`src/rtl/modem_ctrl_pkg.sv`:
```
// Package: shared register layouts and addresses for the modem control core.
// Assumes an 8-bit host bus and a 1-bit register address.
package modem_ctrl_pkg;

    localparam int REG_W   = 8;
    localparam int ADDR_W  = 1;
    localparam int SYM_W   = 2;

    localparam logic [ADDR_W-1:0] ADDR_MODE   = 1'b0;
    localparam logic [ADDR_W-1:0] ADDR_STATUS = 1'b1;

    // Mode register, msb first: reserved, direction, eye, powersave, irq enable, select.
    typedef struct packed {
        logic [1:0]       rsvd;
        logic             tx_mode;
        logic             eye_mon;
        logic             psave;
        logic             sym_irq_en;
        logic [SYM_W-1:0] tx_sel;
    } mode_t;

    // Status register, msb first: reserved, settled, received symbol, ready, irq.
    typedef struct packed {
        logic [2:0]       rsvd;
        logic             settled;
        logic [SYM_W-1:0] rx_sym;
        logic             sym_rdy;
        logic             irq;
    } status_t;

endpackage

```
`src/rtl/mode_regs.sv`:
```
// Module: mode_regs
// Holds the host-writable mode register. Reserved bits are forced to zero.
// Assumes the write strobe is a single cycle and the address is stable with it.
module mode_regs
    import modem_ctrl_pkg::*;
(
    input  logic              clk,
    input  logic              rst_n,
    input  logic              wr_en,
    input  logic [ADDR_W-1:0] addr,
    input  logic [REG_W-1:0]  wdata,
    output mode_t             mode
);

    mode_t wr_val;

    // Shape incoming data into the mode layout with reserved bits cleared.
    always_comb begin
        wr_val      = mode_t'(wdata);
        wr_val.rsvd = '0;
    end

    // Store the mode register on an addressed write; reset clears every field.
    always_ff @(posedge clk) begin
        if (!rst_n) begin
            mode <= '0;
        end else if (wr_en && (addr == ADDR_MODE)) begin
            mode <= wr_val;
        end
    end

endmodule

```
`src/rtl/settle_timer.sv`:
```
// Module: settle_timer
// Counts symbol strobes after leaving power-save, then reports settled.
// Assumes sym_strobe is a one-cycle pulse per symbol. Reset behaves like
// a power-save exit, so a fresh count starts after reset.
module settle_timer #(
    parameter int SETTLE_SYMS = 20
) (
    input  logic clk,
    input  logic rst_n,
    input  logic psave,
    input  logic sym_strobe,
    output logic settled
);

    localparam int CNT_W = (SETTLE_SYMS > 1) ? $clog2(SETTLE_SYMS) : 1;
    localparam logic [CNT_W-1:0] LAST = CNT_W'(SETTLE_SYMS - 1);

    logic [CNT_W-1:0] cnt;

    // Hold the count at zero during power-save; advance on each strobe until the last one.
    always_ff @(posedge clk) begin
        if (!rst_n || psave) begin
            cnt     <= '0;
            settled <= 1'b0;
        end else if (!settled && sym_strobe) begin
            if (cnt == LAST) begin
                settled <= 1'b1;
            end else begin
                cnt <= cnt + CNT_W'(1);
            end
        end
    end

endmodule

```
`src/rtl/sym_status.sv`:
```
// Module: sym_status
// Turns direction-dependent symbol events into status flags and keeps the
// transmit symbol register. Assumes the caller decodes the status read.
// An event and a read in the same cycle: the event wins.
module sym_status
    import modem_ctrl_pkg::*;
(
    input  logic             clk,
    input  logic             rst_n,
    input  mode_t            mode,
    input  logic             sym_strobe,
    input  logic             rx_valid,
    input  logic [SYM_W-1:0] rx_sym_in,
    input  logic             rd_status,
    output logic             irq,
    output logic             sym_rdy,
    output logic [SYM_W-1:0] rx_field,
    output logic [SYM_W-1:0] tx_sym
);

    logic ev_tx;
    logic ev_rx;
    logic ev_any;

    // Qualify events by direction; power-save silences both.
    always_comb begin
        ev_tx  = sym_strobe &  mode.tx_mode & ~mode.psave;
        ev_rx  = rx_valid   & ~mode.tx_mode & ~mode.psave;
        ev_any = ev_tx | ev_rx;
    end

    // IRQ: set on an enabled event, else cleared by a status read.
    always_ff @(posedge clk) begin
        if (!rst_n) begin
            irq <= 1'b0;
        end else if (ev_any && mode.sym_irq_en) begin
            irq <= 1'b1;
        end else if (rd_status) begin
            irq <= 1'b0;
        end
    end

    // Symbol ready: set on any event, else cleared by a status read.
    always_ff @(posedge clk) begin
        if (!rst_n) begin
            sym_rdy <= 1'b0;
        end else if (ev_any) begin
            sym_rdy <= 1'b1;
        end else if (rd_status) begin
            sym_rdy <= 1'b0;
        end
    end

    // Capture the received symbol value on a receive event.
    always_ff @(posedge clk) begin
        if (!rst_n) begin
            rx_field <= '0;
        end else if (ev_rx) begin
            rx_field <= rx_sym_in;
        end
    end

    // Sample the transmit select at each transmit symbol boundary.
    always_ff @(posedge clk) begin
        if (!rst_n) begin
            tx_sym <= '0;
        end else if (ev_tx) begin
            tx_sym <= mode.tx_sel;
        end
    end

endmodule

```
`src/rtl/modem_ctrl_core.sv`:
```
// Module: modem_ctrl_core (top)
// Control and status core of a four-level FSK modem: mode register, symbol
// status, power-save enables, eye-monitor select and settle tracking.
// Assumes a single clock and a synchronous active-low reset. Read data is
// combinational from the addressed register.
module modem_ctrl_core
    import modem_ctrl_pkg::*;
#(
    parameter int SETTLE_SYMS = 20
) (
    input  logic              clk,
    input  logic              rst_n,
    input  logic              bus_wr,
    input  logic              bus_rd,
    input  logic [ADDR_W-1:0] bus_addr,
    input  logic [REG_W-1:0]  bus_wdata,
    output logic [REG_W-1:0]  bus_rdata,
    input  logic              sym_strobe,
    input  logic              rx_sym_valid,
    input  logic [SYM_W-1:0]  rx_sym,
    output logic [SYM_W-1:0]  tx_sym,
    output logic              tx_valid,
    output logic              filt_en,
    output logic              symx_en,
    output logic              txbuf_en,
    output logic              eye_sel
);

    mode_t            mode;
    status_t          status;
    logic             rd_status;
    logic             settled;
    logic             irq;
    logic             sym_rdy;
    logic [SYM_W-1:0] rx_field;

    mode_regs u_mode (
        .clk   (clk),
        .rst_n (rst_n),
        .wr_en (bus_wr),
        .addr  (bus_addr),
        .wdata (bus_wdata),
        .mode  (mode)
    );

    settle_timer #(.SETTLE_SYMS(SETTLE_SYMS)) u_settle (
        .clk        (clk),
        .rst_n      (rst_n),
        .psave      (mode.psave),
        .sym_strobe (sym_strobe),
        .settled    (settled)
    );

    sym_status u_stat (
        .clk        (clk),
        .rst_n      (rst_n),
        .mode       (mode),
        .sym_strobe (sym_strobe),
        .rx_valid   (rx_sym_valid),
        .rx_sym_in  (rx_sym),
        .rd_status  (rd_status),
        .irq        (irq),
        .sym_rdy    (sym_rdy),
        .rx_field   (rx_field),
        .tx_sym     (tx_sym)
    );

    // Decode the status read and assemble the status word.
    always_comb begin
        rd_status      = bus_rd && (bus_addr == ADDR_STATUS);
        status         = '0;
        status.settled = settled;
        status.rx_sym  = rx_field;
        status.sym_rdy = sym_rdy;
        status.irq     = irq;
    end

    // Select read data from the addressed register.
    always_comb begin
        bus_rdata = (bus_addr == ADDR_STATUS) ? REG_W'(status) : REG_W'(mode);
    end

    // Power enables, eye routing and transmit validity.
    always_comb begin
        filt_en  = ~mode.psave;
        symx_en  = ~mode.psave;
        txbuf_en = ~mode.psave;
        eye_sel  = mode.eye_mon & ~mode.tx_mode;
        tx_valid = mode.tx_mode & settled & ~mode.psave;
    end

endmodule

```
`config.mk`:
```
export PLATFORM = sky130hd
export DESIGN_NAME = modem_ctrl_core
export DESIGN_NICKNAME = d
export VERILOG_FILES = /design/src/rtl/modem_ctrl_pkg.sv /design/src/rtl/mode_regs.sv /design/src/rtl/settle_timer.sv /design/src/rtl/sym_status.sv /design/src/rtl/modem_ctrl_core.sv
export SDC_FILE = /design/constraint.sdc
export NUM_CORES = 1
export LEC_CHECK = 0
export ABC_AREA = 0
export ABC_CLOCK_PERIOD_IN_PS = 1150
export BUFFER_PORTS_ARGS = -buffer_cell sky130_fd_sc_hd__buf_2
export CELL_PAD_IN_SITES_DETAIL_PLACEMENT = 1
export CELL_PAD_IN_SITES_GLOBAL_PLACEMENT = 2
export CORE_MARGIN = 2
export CORE_UTILIZATION = 25
export DETAILED_ROUTE_END_ITERATION = 12
export GPL_ROUTABILITY_DRIVEN = 1
export PLACE_DENSITY = 0.77
export REMOVE_ABC_BUFFERS = 1
export SYNTH_ARGS = -nofsm -noshare
export SYNTH_HDL_FRONTEND = slang
export SYNTH_SLANG_ARGS = --single-unit
```
`constraint.sdc`:
```
create_clock -name clk -period 1.15 [get_ports clk]
set_input_delay 0.2875 -clock clk [delete_from_list [all_inputs] [get_ports clk]]
set_output_delay 0.2875 -clock clk [all_outputs]
set_load 0.05 [all_outputs]
```
## Yosys cells after proc, flatten, opt, wreduce, memory -nomap -nowiden

Cells that the tools add are included.

| storage, ports and cells | value |
|---|---|
| bits in registers | 18 |
| input bits | 17 |

| operators by class | value |
|---|---|
| add/subtract/negate cells | 1 |
| equal/unequal tests | 1 |
| multiplexer cells | 4 |
| bitwise operators | 12 |
| reductions and logical operators | 11 |

Operator list:

| cell | number |
|---|---|
| 1-bit AND | 7 |
| 6-bit two-way mux | 1 |
| 5-bit by 1-bit adder with 5-bit output, second input constant | 1 |
| 5-bit equality test, second input constant | 1 |
| 1-bit logical AND | 4 |
| 1-bit inverter | 4 |
| 2-bit AND reduction | 2 |
| 2-bit nonzero test | 2 |
| 1-bit two-way mux | 3 |
| 1-bit zero test | 2 |
| 1-bit logical OR | 1 |
| 1-bit OR | 1 |

## Logic depth before layout (Yosys ltp)

| logic depth | value |
|---|---|
| depth in word-level cells | 6 |
| gate-level depth with buffers | 5 |

## By module

A second synthesis with hierarchy kept.

| second synthesis, totals | value |
|---|---|
| cells, all modules | 104 |
| area, all modules | 983.4 um^2 |

By module, submodules not included:

| module | times used | cells an instance | area each (um^2) |
|---|---|---|---|
| settle_timer | 1 | 31 | 284.0 |
| mode_regs | 1 | 30 | 276.5 |
| sym_status | 1 | 28 | 269.0 |
| modem_ctrl_core | 1 | 15 | 153.9 |

## Least setup slack after synthesis

Ideal clock, no wire load.

| timing | value |
|---|---|
| path kind | reg2out |
| from | reg, netlist name u_mode.mode[3] |
| to | out bus_rdata[3] |
| data arrival time | 1.865 ns |
| path slack | -1.002 ns |
| cell stages (with the launch flop) | 3 |
| cell sequence | dfxtp_1 inv_1 o21ai_0 |

| on the way | value |
|---|---|
| cells in the longest elaborated chain, start to end | 1 |

RTL lines:

| element | line | RTL |
|---|---|---|
| 6-bit two-way mux | modem_ctrl_core.sv:80 | `bus_rdata = (bus_addr == ADDR_STATUS) ? REG_W'(status) : REG_W'(mode);` |
| end: declaration | modem_ctrl_core.sv:17 | `output logic [REG_W-1:0] bus_rdata,` |

No other way between the ends.

## Worst setup path after layout

| timing | value |
|---|---|
| from | reg u_settle.settled |
| to | out bus_rdata[4] |

| on the way | value |
|---|---|
| cells in the longest elaborated chain, start to end | 1 |

RTL lines:

| element | line | RTL |
|---|---|---|
| start: declaration | settle_timer.sv:12 | `output logic settled` |
| start signal: assignment | settle_timer.sv:24 | `settled <= 1'b0;` |
| start signal: assignment | settle_timer.sv:27 | `settled <= 1'b1;` |
| 6-bit two-way mux | modem_ctrl_core.sv:80 |  |

No other way between the ends.

==> metrics.csv <==
stage,metric,value,unit
final_layout,diodes,0,
grt,grt_pass1_vias,860,
pwr,sw_frac_of_total,28.8,%
pwr,vdd.ir_drop.worst,433,µV
final_layout,seq_area,379,µm²
pwr,p_seq_share,47.2,%
floorplan,initial_core_util,26.2,%
clock_tree,clockBufferDepth,2,
pwr,p_int,0.00101,W
final_layout,multi_input_area,538,µm²
pwr,p_switching,0.000408,W
synthesis,synth_warnings,0,
drt,dr.pass1.iters,2,
setup_path,path_max_fanout,4,
setup_path,start_kind,register,
setup_path,end_kind,primary output,
grt,overflow,0,
timing,clock.fmax,740,MHz
drt,wl,2300,µm
synthesis,ys_seq_area_share,41.0,%
timing,final.period_utilization,118,%
synthesis,synth_area_per_cell,9.67,µm²
timing,setup_viol,19,
synthesis,ys_seq_elements,18,
flow_run,drv_cap,0,
timing,setup_slack,-0.201,ns
grt,grt_first_pass_wirelength,3950,µm
floorplan,coreArea,3360,µm²
setup_path,critical_path.max_stage_delay,0.36,ns
synthesis,syn_inst,91,
drt,drc,0,
setup_path,cp.arrival,1.06,ns
clock_tree,cts-root-buf,clkbuf_4,
final_layout,synthToLayoutAreaGrowth,62.4,%
grt,grt_start_max_net_pins,11,
synthesis,syn_area,880,µm²
setup_path,crit_required,0.86,ns
status,violations,negative setup slack,
timing,finalHoldViolCount,0,
pwr,total_power,0.00142,W
placement,gp_congestion,0.812,
drt,drtIter0Drc,17,
timing,period_needed,1.35,ns
final_layout,fin_nets,155,
drt,wl_per_cell,12.6,µm
clock_tree,cts.clk_slew.worst_paths,0.11,ns
clock_tree,hold_buffers,0,
clock_tree,cts_tree,built,
floorplan,die_w,63.3,µm
pwr,power_density,992,nW/µm²
grt,track_usage,12.4,%
pwr,p_clk_share,28.3,%
pwr,power.leakage,0.610,nW
setup_path,path_cells,mux2_4 > buf_8,
floorplan,pin_count,32,
clock_tree,cts_inserted_buffers,3,
placement,portBuffers,27,
clock_tree,cts_num_sinks,18,
floorplan,num_rows,21,
floorplan,die_y,63.3,µm
drt,avgViaCountPerCell,4.42,
final_layout,final_layout_size_suffix_gt1_share,58.1,%
synthesis,yosys.cell_types.count,26,
grt,antenna_found_initial,0,
worst_hold_path,worstHoldPathType,in -> reg,
setup_path,path_class,reg -> out,
pwr,combinationalPowerShare,24.5,%
drt,ant_nets,0,
floorplan,dieArea,4010,µm²
timing,final_max_slew_viol_count,0,
clock_tree,htree_levels,1,
final_layout,nFillCells,412,
status,status,finished with violations,
timing,fin_skew,0.00793,ns
placement,dpl.hpwl,1670,µm
timing,holdWs,0.249,ns
drt,vias,804,
setup_path,cp_slowest_cell,dfxtp_2,
clock_tree,clkLatencyLatePin,0.30,ns
timing,rsz0062_at_grt,true,
==> stage by stage <==
stage / setup WS, ns / area [µm²] / util [%] / cells / setup TNS (ns)
after CTS: -0.214 / 1400 / 41.7 / 181 / -2.32
after detailed placement: -0.210 / 1130 / 33.5 / 171 / -2.23
final: -0.201 / 1430 / 42.5 / 182 / -2.06
after global placement: -0.191 / 1130 / 33.5 / 171 / -1.56
after global routing: -0.243 / 1430 / 42.5 / 182 / -3.16
after floorplan: -1.47 / 837 / - / 85 / -7.21
==> cell usage in the layout, fill, tap and decap left out, drive strengths merged <==
| cell type | netlist | routed |
|---|---|---|
| o211ai | 1 | 1 |
| nor2 | 2 | 2 |
| nand3b | 2 | 2 |
| buf | 6 | 47 |
| nor3b | 2 | 2 |
| o21ai | 4 | 4 |
| and3 | 1 | 1 |
| a21oi | 5 | 5 |
| dfxtp | 18 | 18 |
| and4bb | 1 | 1 |
| nand3 | 1 | 1 |
| mux2 | 4 | 4 |
| mux2i | 11 | 11 |
| ha | 1 | 1 |
| or3 | 4 | 4 |
| a21boi | 2 | 2 |
| nand2b | 1 | 1 |
| nand2 | 5 | 5 |
| o21a | 2 | 2 |
| inv | 1 | 1 |
| clkbuf | 1 | 4 |
| conb | 1 | 2 |
| o31ai | 1 | 1 |
| nor2b | 14 | 14 |
==> registers in the layout, indices dropped and copies added, names as in the netlist <==
register	count
u_stat.irq	1
u_stat.sym_rdy	1
u_settle.settled	1
u_stat.tx_sym	2
u_stat.rx_field	2
u_mode.mode	6
u_settle.cnt	5
==> cell families after synthesis <==
family	count (synthesis)	share of synthesized area, %
mux	15	17.6
other cells	1	0.426
fa+ha+maj	1	1.42
compound gates	15	10.2
flops	18	41.0
simple gates	33	23.6
buf+inv	8	5.69
==> final timing paths <==
| path | from | to | slack (ns) | cells after the start |
|---|---|---|---|---|
| worst min register to register | u_settle.cnt[4]$_SDFFE_PP0P_ | u_settle.cnt[4]$_SDFFE_PP0P_ | 0.51 | 2 |
| worst max register to register | u_settle.cnt[0]$_SDFFE_PP0P_ | u_settle.cnt[0]$_SDFFE_PP0P_ | -0.09 | 4 |
| worst min-delay path | rx_sym[1] | u_stat.rx_field[1]$_SDFFE_PN0P_ | 0.25 | 3 |
| worst max-delay path | u_settle.settled$_SDFFE_PP0P_ | bus_rdata[4] | -0.20 | 2 |
==> repair_timing <==
action | 4_1_cts | 5_1_grt
endpoints found under the hold margin | 0 | 0
gates resized for setup | 64 | 6
setup endpoints to repair | 20 | 21
pin swaps | 10 | 1
buffers inserted | 6 | 1
==> cell usage after synthesis <==
| library cell | count | area share, % |
|---|---|---|
| dfxtp_1 | 18 | 41 |
| nor2b_1 | 14 | 10 |
| mux2i_1 | 11 | 13 |
| a21oi_1 | 5 | 2.8 |
| buf_4 | 5 | 4.3 |
| nand2_1 | 5 | 2.1 |
| mux2_2 | 4 | 5.1 |
| o21ai_0 | 4 | 2.3 |
| or3_1 | 4 | 2.8 |
| a21boi_0 | 2 | 1.7 |
| nand3b_1 | 2 | 1.7 |
| nor2_1 | 2 | 0.85 |
| o21a_1 | 2 | 1.7 |
| and3_1 | 1 | 0.71 |
| and4bb_4 | 1 | 1.8 |
| buf_2 | 1 | 0.57 |
| clkbuf_1 | 1 | 0.43 |
| conb_1 | 1 | 0.43 |
| ha_1 | 1 | 1.4 |
| inv_1 | 1 | 0.43 |
| nand2b_1 | 1 | 0.71 |
| nand3_1 | 1 | 0.57 |
| nor3b_1 | 1 | 0.85 |
| nor3b_2 | 1 | 1.4 |
| o211ai_1 | 1 | 0.85 |
| o31ai_1 | 1 | 0.85 |
==> area by class of cell <==
class                   count  area share [%]
multi-input cells          66            37.7
repair buffers             47            28.8
flip-flops and latches     18            26.5
well taps                  46            4.03
clock buffers               4            2.54
inverters                   1           0.438
==> power by group through the flow <==
stage / Combinational [W] / Clock (W) / Sequential, W
3_3_place_gp: 0.000258 / 0 / 0.000677
2_1_floorplan: 0.000162 / 0 / 0.000678
5_1_grt: 0.000373 / 0.000442 / 0.000673
6_report: 0.000347 / 0.000401 / 0.000670
3_5_place_dp: 0.000267 / 0 / 0.000679
4_1_cts: 0.000346 / 0.000419 / 0.000669
==> layer usage <==
| layer | wire length [µm] | track usage (%) | up-vias |
|---|---|---|---|
| li1 | - | - | 402 |
| met1 | 1020 | 15.2 | 386 |
| met2 | 1200 | 22.6 | 16 |
| met3 | 77 | 1.79 | 0 |
| met4 | 0 | 3.26 | 0 |
| met5 | 0 | 0 | - |
==> worst max-delay path: cells and delay by family (launching register included) <==
| kind | cells | cell delay (ns) |
|---|---|---|
| buf+inv | 1 | 0.15 |
| mux | 1 | 0.27 |
| flops | 1 | 0.36 |
Power figures use the tool's default switching activity.
